[src/rtl/csr_access_unit.sv]
module csr_access_unit #(
  parameter int XLEN = 32
) (
  input  logic            clk,
  input  logic            rst_n,
  input  logic            req_valid,
  input  logic [11:0]     req_addr,
  input  logic [1:0]      req_op,
  input  logic [XLEN-1:0] req_operand,
  input  logic [1:0]      priv,
  input  logic            dbg_access,
  input  logic [1:0]      fs_state,
  input  logic [31:0]     mcnt_en,
  input  logic [31:0]     scnt_en,
  input  logic [XLEN-1:0] hart_id,
  input  logic            bank_hit,
  input  logic [XLEN-1:0] bank_rdata,
  output logic            bank_we,
  output logic [XLEN-1:0] bank_wdata,
  output logic [XLEN-1:0] rd_data,
  output logic            illegal,
  output logic            fs_dirty
);
  localparam logic [1:0] OP_RD = 2'd0, OP_WR = 2'd1, OP_SET = 2'd2, OP_CLR = 2'd3;
  localparam logic [1:0] LVL_U = 2'd0, LVL_S = 2'd1, LVL_M = 2'd3;
  localparam logic [11:0] A_FLAGS = 12'h001, A_RMODE = 12'h002, A_FPALL = 12'h003;
  localparam logic [11:0] A_VEND = 12'hF11, A_ARCH = 12'hF12, A_IMPL = 12'hF13, A_HART = 12'hF14;
  localparam int FLW = 5;
  localparam int RMW = 3;
  localparam int PADW = XLEN - FLW - RMW;

  logic [FLW-1:0]  flags_q;
  logic [RMW-1:0]  rmode_q;
  logic [XLEN-1:0] mask, newv, old, merged;

  always_comb begin
    unique case (req_op)
      OP_WR:   begin mask = '1;          newv = req_operand; end
      OP_SET:  begin mask = req_operand; newv = '1;          end
      OP_CLR:  begin mask = req_operand; newv = '0;          end
      default: begin mask = '0;          newv = '0;          end
    endcase
  end

  wire is_flags = req_addr == A_FLAGS;
  wire is_rmode = req_addr == A_RMODE;
  wire is_fpall = req_addr == A_FPALL;
  wire is_fp    = is_flags | is_rmode | is_fpall;
  wire is_id    = req_addr == A_VEND | req_addr == A_ARCH | req_addr == A_IMPL | req_addr == A_HART;
  wire is_local = is_fp | is_id;
  wire is_ctr   = req_addr[11:5] == 7'h60 || req_addr[11:5] == 7'h64;

  wire [4:0] cbit  = req_addr[4:0];
  wire ctr_ok  = (priv >= LVL_M) || (mcnt_en[cbit] && ((priv >= LVL_S) || scnt_en[cbit]));
  wire lvl_ok  = priv >= req_addr[9:8];
  wire ro_ok   = !((req_addr[11:10] == 2'b11) && (|mask));
  wire fs_ok   = !is_fp || dbg_access || (fs_state != 2'b00);
  wire exists  = is_local || bank_hit;
  wire legal   = exists && lvl_ok && ro_ok && fs_ok && (!is_ctr || ctr_ok);

  always_comb begin
    old = bank_rdata;
    if (is_flags)      old = {{(XLEN-FLW){1'b0}}, flags_q};
    else if (is_rmode) old = {{(XLEN-RMW){1'b0}}, rmode_q};
    else if (is_fpall) old = {{PADW{1'b0}}, rmode_q, flags_q};
    else if (req_addr == A_HART) old = hart_id;
    else if (is_id)    old = '0;
  end

  assign merged = (old & ~mask) | (newv & mask);

  wire commit = req_valid && legal && (|mask);

  assign illegal    = req_valid && !legal;
  assign rd_data    = (req_valid && legal) ? old : '0;
  assign bank_we    = commit && !is_local;
  assign bank_wdata = merged;
  assign fs_dirty   = commit && is_fp;

  always_ff @(posedge clk or negedge rst_n) begin
    if (!rst_n) begin
      flags_q <= '0;
      rmode_q <= '0;
    end else if (commit) begin
      if (is_flags) flags_q <= merged[FLW-1:0];
      if (is_rmode) rmode_q <= merged[RMW-1:0];
      if (is_fpall) begin
        flags_q <= merged[FLW-1:0];
        rmode_q <= merged[FLW+RMW-1:FLW];
      end
    end
  end

  assert_low_level_R1: assert property (@(posedge clk) disable iff (!rst_n)
    (req_valid && priv < req_addr[9:8]) |-> illegal);

  assert_ro_write_R2: assert property (@(posedge clk) disable iff (!rst_n)
    (req_valid && req_addr[11:10] == 2'b11 && req_op == OP_WR) |-> illegal);

  assert_read_no_write_R4: assert property (@(posedge clk) disable iff (!rst_n)
    (req_op == OP_RD || illegal) |-> (!bank_we && !fs_dirty));

  assert_fp_off_R7: assert property (@(posedge clk) disable iff (!rst_n)
    (req_valid && req_addr[11:2] == 10'd0 && req_addr[1:0] != 2'b00 && fs_state == 2'b00 && !dbg_access) |-> illegal);

  assert_user_ctr_R6: assert property (@(posedge clk) disable iff (!rst_n)
    (req_valid && req_addr[11:5] == 7'h60 && priv == LVL_U && !scnt_en[req_addr[4:0]]) |-> illegal);

  assert_rmode_write_R9: assert property (@(posedge clk) disable iff (!rst_n)
    (req_valid && !illegal && req_addr == A_RMODE && req_op == OP_WR) |=> rmode_q == $past(req_operand[RMW-1:0]));

  assert_idle_hold_R11: assert property (@(posedge clk) disable iff (!rst_n)
    !req_valid |=> ($stable(flags_q) && $stable(rmode_q)));

  assert_dirty_pulse_R8: assert property (@(posedge clk) disable iff (!rst_n)
    fs_dirty |-> (req_addr[11:2] == 10'd0 && !illegal && req_op != OP_RD));
endmodule

[config.mk]
export PLATFORM = sky130hd
export DESIGN_NAME = csr_access_unit
export DESIGN_NICKNAME = d
export VERILOG_FILES = /design/src/rtl/csr_access_unit.sv
export SDC_FILE = /design/constraint.sdc
export NUM_CORES = 1
export LEC_CHECK = 0
export ABC_AREA = 1
export ABC_CLOCK_PERIOD_IN_PS = 2800
export BUFFER_PORTS_ARGS = -buffer_cell sky130_fd_sc_hd__buf_2
export CAP_MARGIN = 20
export CORE_ASPECT_RATIO = 0.8
export CORE_MARGIN = 8
export CORE_UTILIZATION = 39
export CTS_CLUSTER_DIAMETER = 150
export DETAILED_ROUTE_END_ITERATION = 10
export PLACE_DENSITY_LB_ADDON = 0.12
export SETUP_SLACK_MARGIN = 0.15
export SKIP_LAST_GASP = 1
export SYNTH_ARGS = -nofsm -noshare
export SYNTH_HDL_FRONTEND = slang
export SYNTH_SLANG_ARGS = --single-unit
[constraint.sdc]
create_clock -name clk -period 2.8 [get_ports clk]
set_input_delay 0.56 -clock clk [delete_from_list [all_inputs] [get_ports clk]]
set_output_delay 0.56 -clock clk [all_outputs]
set_load 0.005 [all_outputs]
==> summary by stage, run 1 <==
Outcome
The flow ran to the end, and the final reports show no timing, DRC or antenna violations.

Global routing
The number of global-route vias before repair came to 5350. Entering global routing, the biggest net connects 26 pins. The first global-routing pass estimated 26.63 mm of wire. Across every metal layer, demand over resource in global routing totals 27.12%. The initial antenna violation count is 0. The total overflow left after global routing is 0.

Worst setup path
The beginning of the critical path is req_addr[0]. Counting cells, the worst reg-to-reg path comes to 10. The nature of the critical path endpoint is an output pin.

The worst register-to-register path begins at flags_q[1]$_DFFE_PN0P_. The worst reg2reg path endpoint is flags_q[1]$_DFFE_PN0P_. The register-to-register setup slack is 1.49 ns. The worst setup path is launched from a primary input. Data arrives at the worst endpoint at 2.19 ns. In this run the worst setup path terminates at rd_data[27]. Of all nets on the critical path, the largest fanout is 22. Data on the critical path is required at its endpoint by 2.24 ns.

The category of the most critical setup path is primary input to output pin.

Synth
The synthesized design contains 8 register bits. The yosys synthesis warning count is 0. After synthesis, the share of flip-flops with an asynchronous set or reset is 100.0%. After synthesis, the mean cell area works out to 4.891 um^2.

Synthesis produced a netlist with a net count of 844. The predominant post-synthesis flop cell is sky130_fd_sc_hd__dfrtp_1. The dominant combinational cell family by area after synthesis is simple AND/OR/NAND/NOR gates. The number of cells produced by synthesis is 657.

Sorting the synthesized cells by area gives the leading types as sky130_fd_sc_hd__nand2_1 25%, sky130_fd_sc_hd__o21ai_0 14%, sky130_fd_sc_hd__inv_1 11%, sky130_fd_sc_hd__nand3_1 11%, sky130_fd_sc_hd__dfrtp_1 6.2%. Yosys mapped a number of flops with a built-in enable equal to 0. The largest area contributor in the netlist is sky130_fd_sc_hd__nand2_1. The arithmetic-cell share of the synthesized area counting full adders, half adders and majority gates is 1.558%. The summed instance area of the synthesized netlist is 3213 um^2. Of the total synthesized cell area, the portion taken by AND, OR, NAND and NOR gates is 48.36%.

The sequential-to-total area share from yosys stat is 6.231%. Summing the areas of all compound-gate instances in the mapped netlist gives 27.61% of the synthesized area. The portion of synthesized area spent on multiplexers is 0%.

Summing the areas of all xor and xnor instances in the mapped netlist gives 0% of the synthesized area. The number of different library cells used by synthesis comes to 32. The top-area cell type share of the netlist area is 24.88%.

Placement
Routability-driven placement finished with a final weighted congestion of 0.9779. The cell area after placement is 4901 um^2. The worst setup slack before clock tree synthesis is -0.08035 ns. The placed wire-length estimate is 13.64 mm. The count of input and output buffers is 249.

STA
Setup violations remaining at the end of the flow were counted as 0. The minimum clock period after layout is 2.752 ns. At the pin with the least slew margin, the transition time is 0.4509 ns. The worst path meets setup with 0.04750 ns of slack. Static timing analysis puts the maximum clock frequency at 363.3 MHz.

The final critical-path share of the clock period is 98.30%. After routing, the total negative slack on setup checks comes to 0 ns. The total count of hold-check failures in the final report is 0. The number of pins with negative max-slew slack in the final report came to 0. Headroom to the max-slew limit came out at 69.71%. Setup repair after global routing could not meet its margin everywhere.

On the final layout, the worst clock skew is 0.002589 ns.

Die
The region available for standard cell placement spans 7983 um^2. The width of the chip is 117.5 um. The starting utilization of the core area is 40.25%. From bottom edge to top edge, the die measures 97.19 um. The die area is 11420 um^2.

The floorplan has 29 rows. The top-level I/O count is 250.

Layout
The multi-input combinational cells in the finished layout cover a total of 2851 um^2. The number of antenna diodes in the final layout is 0. The cell area after layout is 5734 um^2. The proportion of layout cells with a drive suffix above 1 is 45.73%.

Relative to the synthesized area, the layout overhead comes to 78.47%. The final layout contains 1138 nets. The layout filler cell count is 737. The area occupied by registers is 200.2 um^2.

CTS
The tree built by TritonCTS fans out to 8 sinks. The number of buffers added to fix hold violations after cts is 0. The number of buffers created by CTS is 3.

The number of H-tree levels is 1. The clock input transition at the sequential cells of the worst setup and hold paths is 0.04 ns. The clock passes through at most 2 buffers. The latest clock arrival within the worst-skew pair is 0.23 ns. The CTS root buffer is sky130_fd_sc_hd__clkbuf_8. The TritonCTS clock tree is yes.

Drt
The number of vias in the routed layout is 5629. The pre-antenna-repair detailed-routing pass consisted of 5 iterations. In this run, the number of DRC markers left after iteration 0 of detailed routing was 363. The average wire per cell in the routed design is 16.63 um.

In the routed layout, each cell is associated on average with a via count of 5.325. The final layout contains routed wiring with a total length of 17.58 mm. After detailed routing, the number of remaining DRC violations is 0. In this run the remaining antenna-violating nets after routing total 0.

Pwr
In this run the static leakage power is 3.392 nW. Total power for the finished layout comes to 1.013 mW. VDD sags by at most 0.2306 mV. The power density normalized to cell area is 176.6 nW/um^2.

Hold path
The class of the tightest hold or removal check is primary input to asynchronous set/reset pin.

Job
Across the run, the number of max-cap violations was 0.
## critical path: stages
cell and delay, ns:
sky130_fd_sc_hd__buf_12 0.10, sky130_fd_sc_hd__clkinv_8 0.06, sky130_fd_sc_hd__buf_8 0.13, sky130_fd_sc_hd__buf_16 0.14, sky130_fd_sc_hd__nand2_4 0.05, sky130_fd_sc_hd__nand2_2 0.03, sky130_fd_sc_hd__nand2_1 0.05, sky130_fd_sc_hd__nand2_1 0.06
sky130_fd_sc_hd__nand2_1 0.06, sky130_fd_sc_hd__nand2_1 0.05, sky130_fd_sc_hd__nor2_1 0.12, sky130_fd_sc_hd__nand2_1 0.09, sky130_fd_sc_hd__nand3_2 0.08, sky130_fd_sc_hd__nand3_4 0.09, sky130_fd_sc_hd__nand3_4 0.17, sky130_fd_sc_hd__buf_12 0.18
sky130_fd_sc_hd__nor2_1 0.05, sky130_fd_sc_hd__buf_2 0.13
## logic make-up (layout without fill, tap and decap cells)
group	Yosys count	count (layout)
compound gates	153	153
fa+ha+maj	4	4
buf+inv	131	423
flops	8	8
simple gates	361	361
## report_power, final
part / internal (mW) / total, mW / switching [mW]
registers: 0.117 / 0.117 / 0.000110
clock network: 0.0928 / 0.135 / 0.0424
logic: 0.360 / 0.761 / 0.400
## state kept, by name, summed over array words and instances (netlist names)
signal,cells
flags_q,5
rmode_q,3
## metrics by stage
step,hold WS (ns),cells,utilization [%]
after global placement,0.4120,1034,61.39
after CTS,0.1721,1048,66.55
after detailed placement,0.4136,1034,61.39
after floorplan,0.2644,657,-
final,0.1762,1057,71.83
after global routing,0.1819,1057,71.83
## per-layer routing
metal	GRT usage [%]	routed length, um	vias to the layer above
met1	36.94	7695	2535
met4	4.813	288	0
met5	0	0	-
met3	4.065	1575	35
met2	44.39	8024	330
li1	-	-	2729
## what timing repair did
item | in CTS | in global routing
gates resized for setup | 58 | 104
buffers inserted | 6 | 4
pin swaps | 11 | 15
setup endpoints to repair | 67 | 67
gates cloned | 5 | 5
## synth_stat cells, types with 3 or more instances
cell type                  instances
sky130_fd_sc_hd__nand2_1         213
sky130_fd_sc_hd__inv_1            93
sky130_fd_sc_hd__o21ai_0          87
sky130_fd_sc_hd__nand3_1          69
sky130_fd_sc_hd__nor2_1           51
sky130_fd_sc_hd__a22o_1           22
sky130_fd_sc_hd__a21oi_1          19
sky130_fd_sc_hd__buf_2            15
sky130_fd_sc_hd__clkbuf_1         15
sky130_fd_sc_hd__dfrtp_1           8
sky130_fd_sc_hd__nand4_1           8
sky130_fd_sc_hd__o21bai_1          8
sky130_fd_sc_hd__o21ai_1           7
sky130_fd_sc_hd__inv_2             5
sky130_fd_sc_hd__o22ai_1           5
sky130_fd_sc_hd__and2_1            4
sky130_fd_sc_hd__ha_1              4
sky130_fd_sc_hd__nor3_1            4
sky130_fd_sc_hd__or2_2             3
## placed cells by master (no fill, tap or decap), types with 8 or more instances in the layout
master	count
sky130_fd_sc_hd__buf_12	8
sky130_fd_sc_hd__nor2_4	9
sky130_fd_sc_hd__a21oi_1	12
sky130_fd_sc_hd__buf_4	47
sky130_fd_sc_hd__o21ai_0	75
sky130_fd_sc_hd__nand4_1	8
sky130_fd_sc_hd__nand3_2	15
sky130_fd_sc_hd__nor2_1	37
sky130_fd_sc_hd__nand2_2	20
sky130_fd_sc_hd__nand2_1	189
sky130_fd_sc_hd__o21ai_2	10
sky130_fd_sc_hd__inv_1	80
sky130_fd_sc_hd__buf_2	244
sky130_fd_sc_hd__a22o_1	22
sky130_fd_sc_hd__buf_6	10
sky130_fd_sc_hd__dfrtp_1	8
sky130_fd_sc_hd__nand3_1	54
sky130_fd_sc_hd__o21ai_1	9
sky130_fd_sc_hd__o21bai_1	8
sky130_fd_sc_hd__inv_2	12
## how the worst min path moves through the flow
stage               start                endpoint  slack, ns
floorplan           rst_n  flags_q[0]$_DFFE_PN0P_       0.26
global placement    rst_n  flags_q[3]$_DFFE_PN0P_       0.41
detailed placement  rst_n  flags_q[3]$_DFFE_PN0P_       0.41
CTS                 rst_n  rmode_q[0]$_DFFE_PN0P_       0.17
global route        rst_n  flags_q[1]$_DFFE_PN0P_       0.18
finish              rst_n  rmode_q[0]$_DFFE_PN0P_       0.18
## final cells by class
class / count / share of cell area (%)
clock buffers: 3 / 0.7201
repair buffers: 320 / 36.53
inverters: 98 / 6.961
multi-input cells: 518 / 49.73
repair inverters: 2 / 0.2182
flip-flops and latches: 8 / 3.491
well taps: 108 / 2.357
(Power assumes the default switching activity.)
==> run 2, diff against run 1 <==
--- a/config.mk
+++ b/config.mk
@@ -5,11 +5,9 @@
 export SDC_FILE = /design/constraint.sdc
 export NUM_CORES = 1
 export LEC_CHECK = 0
-export ABC_AREA = 1
 export ABC_CLOCK_PERIOD_IN_PS = 2800
 export BUFFER_PORTS_ARGS = -buffer_cell sky130_fd_sc_hd__buf_2
 export CAP_MARGIN = 20
-export CORE_ASPECT_RATIO = 0.8
 export CORE_MARGIN = 8
 export CORE_UTILIZATION = 39
 export CTS_CLUSTER_DIAMETER = 150
==> run 2 against run 1 <==
  * The run now ends with DRC, setup timing left
  * First-iteration DRC count grew 24%
  * Clock skew shrank 0.0024 ns
  * Global-route usage is 2.0 points higher
  * Die area fell by 13%
  * Critical path type unchanged
==> summary by stage, run 2 <==
Die
Once the floorplan was initialized, standard cells occupied 40.24% of the core. In this run the horizontal extent of the chip is 99.50 um. In this run the vertical extent of the chip is 99.50 um. 250 I/O pins were placed. The die covers 9899 um^2. The area of the placeable core is 6756 um^2.

The number of placement rows is 30.

Global routing
The pin count of the biggest net entering global routing is 25. The initial antenna violation count is 2. The number of global-route vias before repair came to 5019. The first global-routing pass estimated 23.89 mm of wire.

The global-route congestion overflow total is 0. The total global-route track usage is 29.13%.

Synth
After Yosys synthesis, full adders, half adders and majority gates account for 1.841% of the synthesized area. By area the synthesized netlist is led by sky130_fd_sc_hd__a21oi_1 16%, sky130_fd_sc_hd__nor2_1 14%, sky130_fd_sc_hd__mux4_2 12%, sky130_fd_sc_hd__a22oi_1 8.6%, sky130_fd_sc_hd__dfrtp_1 7.4%. Of the post-synthesis cell area, the dominant cell type holds 16.38%. The dominant combinational cell family by area after synthesis is compound AO/OA/AOI/OAI gates. The synthesized netlist occupies a cell area of 2719 um^2. The most repeated cell in the gate-level netlist after synthesis is sky130_fd_sc_hd__nor2_1. The mean instance size in the synthesized netlist is 6.458 um^2. The post-synthesis xor/xnor area fraction is 0.6443%.

The Yosys step of the flow raised 0 warnings. The count of cell types in the netlist is 55. The simple-gate portion of the synthesized area is 30.19%. The synthesized netlist devotes 35.90% of its cell area to compound gates.

Sequential elements use 7.363% of the synthesized area. The number of cells produced by synthesis is 421. The count of flip-flops with a built-in enable after synthesis is 0. The number of nets in the synthesized netlist is 608.

Among all flip-flop cells after synthesis, the most frequent one is sky130_fd_sc_hd__dfrtp_1. The fraction of synthesized area in multiplexers is 17.63%. By count the netlist is led by 100 x sky130_fd_sc_hd__nor2_1, 89 x sky130_fd_sc_hd__a21oi_1, 31 x sky130_fd_sc_hd__a22oi_1. In this run, synthesis produced a sequential element count of 8. Of all flip-flops after synthesis, the portion carrying an async set or reset was 100.0%. Summed over all instances, the cell type with the most area after synthesis is sky130_fd_sc_hd__a21oi_1.

Hold path
The class of the tightest hold or removal check is primary input to asynchronous set/reset pin.

Layout
The area growth from synthesis to layout is 116.9%. In the final layout, the multi-input gates occupy 2939 um^2. The library cell used most frequently in the layout, excluding fill and tap cells, is sky130_fd_sc_hd__buf_2. The finished layout holds 855 standard cells, fillers aside.

The register bank with the most flops is flags_q. After filler insertion, the fill cell instance count of the layout stands at 375. Cells with a size suffix above 1 make up 64.55% of the layout. After the last flow step, the layout net total stands at 962. Cells fill 87.30% of the core in the end.

The largest registers in the layout are flags_q x5, rmode_q x3. The top cell types in the final layout, fill and taps aside, are 238 x sky130_fd_sc_hd__buf_2, 98 x sky130_fd_sc_hd__nor2_1, 95 x sky130_fd_sc_hd__buf_4. The register with the most flip-flops in the layout has 5 of them. The sequential cells in the finished layout cover a total of 200.2 um^2.

STA
The number of failing setup endpoints in the final timing report is 66. Headroom to the max-slew limit came out at 70.50%. The final setup slack of the worst path is -0.4929 ns.

The number of pins with negative max-slew slack in the final report is 0. The maximum operating frequency is 303.7 MHz. The final critical-path share of the clock period is 117.6%. The worst setup skew after layout is 0.0001884 ns. At the pin with the least slew margin, the transition time is 0.4404 ns. The total count of hold-check failures in the final report was 0. For the finished layout, the period the worst path requires is 3.293 ns. Setup repair after global routing could not meet its margin everywhere.

CTS
The CTS root buffer is sky130_fd_sc_hd__clkbuf_8. After clock tree synthesis, the clock-pin slew on the worst setup and hold paths is 0.04 ns. The TritonCTS sink count is 8. In this run the number of H-tree levels came out at 1.

The maximum clock path buffer count is 2. Clock latency on the worst-skew pair, taken at its later pin, is 0.22 ns. TritonCTS built the clock tree. The number of buffers created by CTS is 3.

Drt
The number of vias in the routed layout is 5384. Before antenna repair, the detailed router went through 8 iterations. The routed wire length is 19.89 mm. The average wire per cell in the routed design is 23.27 um.

After detailed routing, the number of vias per cell comes to 6.297. The number of antenna-violating nets in the routed design is 0. The number of violations reported at the end of detailed-routing iteration 0 is 451. The DRC violation count after routing is 1.

Outcome
The final reports fail on DRC, setup timing. The run finished, with violations left.

Pwr
The analysis attributes to cell leakage a power of 2.959 nW. VDD sags by at most 0.3213 mV. The power density normalized to cell area is 187.8 nW/um^2.

Placement
The placed wire-length estimate is 12.23 mm. Including well taps, the total number of placed cells is 813. At the end of routability-driven placement, the weighted congestion stood at 0.9343.

Port buffering added 249 buffers.

Job
The number of violations of the max-capacitance limit is 0.

Worst setup path
The category of the most critical setup path is primary input to output pin. The kind of start point of the critical path is a primary input. The worst setup path is captured at an output pin. The arrival time of the worst setup path is 2.73 ns. The data required time of the worst path is 2.24 ns. Along the worst path, the maximum fanout reaches 7.
==> run 2: cell types whose count changed after synthesis, moves of 29 or more <==
cell / delta
sky130_fd_sc_hd__a22oi_1: +29
sky130_fd_sc_hd__a21oi_1: +70
sky130_fd_sc_hd__o21ai_0: -79
sky130_fd_sc_hd__nor2_1: +49
sky130_fd_sc_hd__inv_1: -82
sky130_fd_sc_hd__nand2_1: -194
sky130_fd_sc_hd__nand3_1: -60
==> run 2: critical path, cell delays in order <==
cell and delay, ns:
sky130_fd_sc_hd__buf_6 0.11, sky130_fd_sc_hd__buf_6 0.13, sky130_fd_sc_hd__buf_6 0.12, sky130_fd_sc_hd__nor3_4 0.20, sky130_fd_sc_hd__buf_4 0.15, sky130_fd_sc_hd__buf_6 0.10, sky130_fd_sc_hd__nand3_4 0.06, sky130_fd_sc_hd__buf_6 0.13
sky130_fd_sc_hd__nor2_1 0.25, sky130_fd_sc_hd__nand2_1 0.25, sky130_fd_sc_hd__nand2_1 0.13, sky130_fd_sc_hd__o211ai_1 0.15, sky130_fd_sc_hd__o21ai_1 0.23, sky130_fd_sc_hd__buf_2 0.15
==> run 2: logic make-up after synthesis <==
group	after synthesis
AND/OR/NAND/NOR	176
flip-flops	8
adder cells (fa/ha/maj)	4
buffers and inverters	43
AO/OA/AOI/OAI	160
XOR/XNOR	2
multiplexers	28
==> run 2: path summary, 6_finish.rpt <==
check / from / slack [ns] / depth (start not counted) / end
hold / removal: rst_n / 0.17 / 1 / rmode_q[2]$_DFFE_PN0P_
setup / recovery: req_addr[2] / -0.49 / 14 / bank_wdata[5]
min in group clk: flags_q[3]$_DFFE_PN0P_ / 0.54 / 1 / flags_q[3]$_DFFE_PN0P_
setup reg to reg: rmode_q[1]$_DFFE_PN0P_ / 0.84 / 8 / rmode_q[1]$_DFFE_PN0P_
max in group asynchronous: rst_n / 2.46 / 1 / flags_q[1]$_DFFE_PN0P_
hold reg to reg: flags_q[3]$_DFFE_PN0P_ / 0.54 / 1 / flags_q[3]$_DFFE_PN0P_
==> run 2: per-layer routing <==
layer / track usage [%] / vias up / share of wire, %
li1: - / 2300 / -
met1: 30.59 / 2440 / 33
met2: 54.86 / 486 / 48
met3: 7.053 / 158 / 12
met4: 10.01 / 0 / 8.1
met5: 0 / - / 0
==> run 2: final cells by class <==
cell class	count	area share, %
Inverter	11	0.7000
Multi-Input combinational cell	370	49.83
Clock buffer	3	0.7000
Timing Repair Buffer	381	43.59
Tap cell	80	1.697
Sequential cell	8	3.394
Antenna cell	2	0.08485
==> run 2: repair_timing <==
action	4_1_cts	5_1_grt
endpoints found under the setup margin	69	72
gates resized for setup	88	83
pin swaps	70	60
hold buffers	0	0
gates cloned	3	0
setup buffers	16	18
==> run 2: through the flow <==
step / setup TNS [ns] / power (mW) / setup slack [ns] / hold slack, ns / cell area (um^2)
6_report: -15.66 / 1.108 / -0.4929 / 0.1680 / 5898
5_1_grt: -20.68 / 1.167 / -0.6565 / 0.1758 / 5898
4_1_cts: -12.51 / 0.9846 / -0.2855 / 0.1675 / 5353
3_5_place_dp: -20.48 / 0.7863 / -0.4814 / 0.4060 / 4726
3_3_place_gp: -16.18 / 0.7712 / -0.4599 / 0.4005 / 4726
2_1_floorplan: 0 / 0.4322 / 0.1371 / 0.2644 / 2805
==> run 2: where the power goes <==
group	total, mW	internal (mW)	switching (mW)
clock	0.137	0.0930	0.0438
sequential	0.117	0.116	0.000199
combinational	0.854	0.433	0.421
==> run 3, diff against run 2 <==
--- a/config.mk
+++ b/config.mk
@@ -13,6 +13,7 @@
 export CTS_CLUSTER_DIAMETER = 150
 export DETAILED_ROUTE_END_ITERATION = 10
 export PLACE_DENSITY_LB_ADDON = 0.12
+export RECOVER_POWER = 100
 export SETUP_SLACK_MARGIN = 0.15
 export SKIP_LAST_GASP = 1
 export SYNTH_ARGS = -nofsm -noshare
==> run 3 against run 2 <==
  * The run ends with setup timing left
  * Cell count unchanged
  * Global-route usage did not move
  * Fmax grew 0.47%
  * Core utilization decreased by 0.24 points
  * Combinational power barely moved
  * Clock-buffer cell count did not move
  * Flip-flop and latch count did not move
  * Setup slack improved by 0.016 ns
  * Total power hardly changed
  * Largest power group unchanged
==> summary by stage, run 3 (synthesis gave the netlist of run 2 again) <==
Worst setup path
The worst register-to-register path begins at rmode_q[1]$_DFFE_PN0P_. The arrival time of the worst setup path is 2.72 ns. The register-to-register setup slack is 0.85 ns. The worst-path maximum fanout is 7. The worst setup path is of the primary input to output pin kind.

Measured in cells, the most critical reg-to-reg path has a length of 8. The kind of start point of the critical path is a primary input. The nature of the critical path endpoint is an output pin. In this run the critical register-to-register path is captured at rmode_q[1]$_DFFE_PN0P_.

The data required time of the worst path is 2.24 ns.

STA
The number of pins with negative max-slew slack in the final report is 0. Clock skew on the completed layout was measured at 0.0001772 ns. The total count of hold-check failures in the final report is 0.

Setup repair after global routing could not meet its margin everywhere. Derived from the worst setup path, the maximum achievable clock frequency is 305.1 MHz. The minimum clock period after layout is 3.277 ns.

The final-layout worst hold slack is 0.2427 ns. The number of failing setup endpoints in the final timing report is 72. In the final timing run, aggregate negative setup slack is -15.90 ns. The final setup slack of the worst path is -0.4774 ns. The worst max-slew margin expressed relative to the limit is 70.53%.

The actual slew at the worst max-slew pin is 0.4399 ns. The final critical-path share of the clock period is 117.0%.

Placement
Port buffering added 249 buffers. The worst setup slack before clock tree synthesis is -0.4814 ns. The placer congestion estimate is 0.9343. The cell area after placement is 4726 um^2. Summed over all nets, the half-perimeter wirelength after detailed placement is 12.23 mm.

Pwr
The power density normalized to cell area is 188.3 nW/um^2. In this run the static leakage power is 2.950 nW. VDD sags by at most 0.3199 mV. The design draws 1.107 mW.

Die
The die extent in y is 99.50 um. The starting utilization of the core area is 40.24%. The total area inside the core boundary comes to 6756 um^2. The die covers 9899 um^2.

The number of placement rows is 30. The floorplan step set the die width to 99.50 um. The top-level I/O count is 250.

Layout
Summing all non-filler instances in the final layout gives an area of 5882 um^2. The proportion of layout cells with a drive suffix above 1 is 64.17%. Leaving out fill and tap cells, the most frequent cell in the layout is sky130_fd_sc_hd__buf_2. The count of nets after finishing is 962. The top cell types in the final layout, fill and taps aside, are 237 x sky130_fd_sc_hd__buf_2, 98 x sky130_fd_sc_hd__nor2_1, 94 x sky130_fd_sc_hd__buf_4.

The register with the most flip-flops in the final layout is flags_q. The area growth from synthesis to layout is 116.3%. The number of flip-flops under the largest register name is 5. The largest registers in the layout are flags_q x5, rmode_q x3.

CTS
The later pin in the worst-skew pair is clocked with a latency of 0.22 ns. The longest clock path from root to sink contains 2 buffers. TritonCTS built the clock tree.

Clock tree synthesis inserted a total of 3 buffers. In this run the number of H-tree levels came out at 1. After clock tree synthesis, the clock-pin slew on the worst setup and hold paths is 0.04 ns.

The tree built by TritonCTS fans out to 8 sinks. The CTS root buffer is sky130_fd_sc_hd__clkbuf_8.

Global routing
The number of global-route vias before repair is 5019. The first global-routing pass estimated 23.89 mm of wire. The global-route congestion overflow total is 0. Across every metal layer, demand over resource in global routing totals 29.13%.

The pin count of the biggest net entering global routing is 25. The initial antenna violation count is 2.

Drt
In the final routed layout, each cell accounts on average for 23.31 um. The number of vias in the routed layout is 5371. The number of antenna-violating nets in the routed design is 0. The first detailed-routing pass ran for 5 iterations. The number of vias per cell is 6.282. For this block, the initial DRC count from the detailed router was 393. In the routed design, unresolved DRC markers number 0. Summed over all layers, the routed wires come to 19.93 mm.

Job
Max-cap violations in this run came to 0.

Outcome
The flow ran to the end, but the final reports show violations. The checks that failed: setup timing.

Hold path
The path class of the tightest hold or removal check is primary input to asynchronous set/reset pin.
==> run 3: area by class of cell <==
| cell class | instances | area, um^2 |
|---|---|---|
| diodes | 2 | 5.005 |
| clock buffers | 3 | 41.29 |
| fillers | 379 | 874.6 |
| inverters | 11 | 41.29 |
| multi-input cells | 370 | 2934 |
| flip-flops and latches | 8 | 200.2 |
| well taps | 80 | 100.1 |
| repair buffers | 381 | 2560 |
==> run 3: worst max-delay path, cell delays in order <==
cell and delay (ns):
sky130_fd_sc_hd__buf_6 0.11, sky130_fd_sc_hd__buf_6 0.13, sky130_fd_sc_hd__buf_6 0.12, sky130_fd_sc_hd__nor3_4 0.20, sky130_fd_sc_hd__buf_4 0.15, sky130_fd_sc_hd__buf_6 0.10
sky130_fd_sc_hd__nand3_4 0.06, sky130_fd_sc_hd__buf_6 0.13, sky130_fd_sc_hd__nor2_1 0.24, sky130_fd_sc_hd__nand2_1 0.24, sky130_fd_sc_hd__nand2_1 0.12, sky130_fd_sc_hd__o211ai_1 0.15
sky130_fd_sc_hd__o21ai_1 0.24, sky130_fd_sc_hd__buf_2 0.16
==> run 3: power by group <==
part / internal (mW) / switching [mW]
clock network: 0.0930 / 0.0436
registers: 0.116 / 0.000200
logic: 0.433 / 0.421
==> run 3: how the worst max path moves through the flow <==
stage                     start       endpoint  slack, ns
detailed placement  req_addr[0]     rd_data[1]      -0.48
finish              req_addr[2]  bank_wdata[5]      -0.48
global placement    req_addr[0]     rd_data[1]      -0.46
floorplan           req_addr[0]    rd_data[23]       0.14
global route        req_addr[2]  bank_wdata[5]      -0.66
CTS                 req_addr[2]     rd_data[1]      -0.29
==> run 3: repair_timing <==
action	4_1_cts	5_1_grt
cloned	3	0
gates resized for setup	88	83
setup buffers	16	18
pin swaps	70	60
hold buffers	0	0
setup endpoints to repair	69	72
==> run 3: per-stage QoR <==
| stage | cells | utilization, % |
|---|---|---|
| after floorplan | 421 | - |
| after global placement | 813 | 69.94 |
| after detailed placement | 813 | 69.94 |
| after CTS | 835 | 79.22 |
| after global routing | 855 | 87.06 |
| final | 855 | 87.06 |
==> run 3: metal layers <==
metal | share of wire, % | track usage, %
met5 | 0 | 0
met1 | 33 | 30.59
met3 | 12 | 7.053
met2 | 48 | 54.86
met4 | 7.7 | 10.01
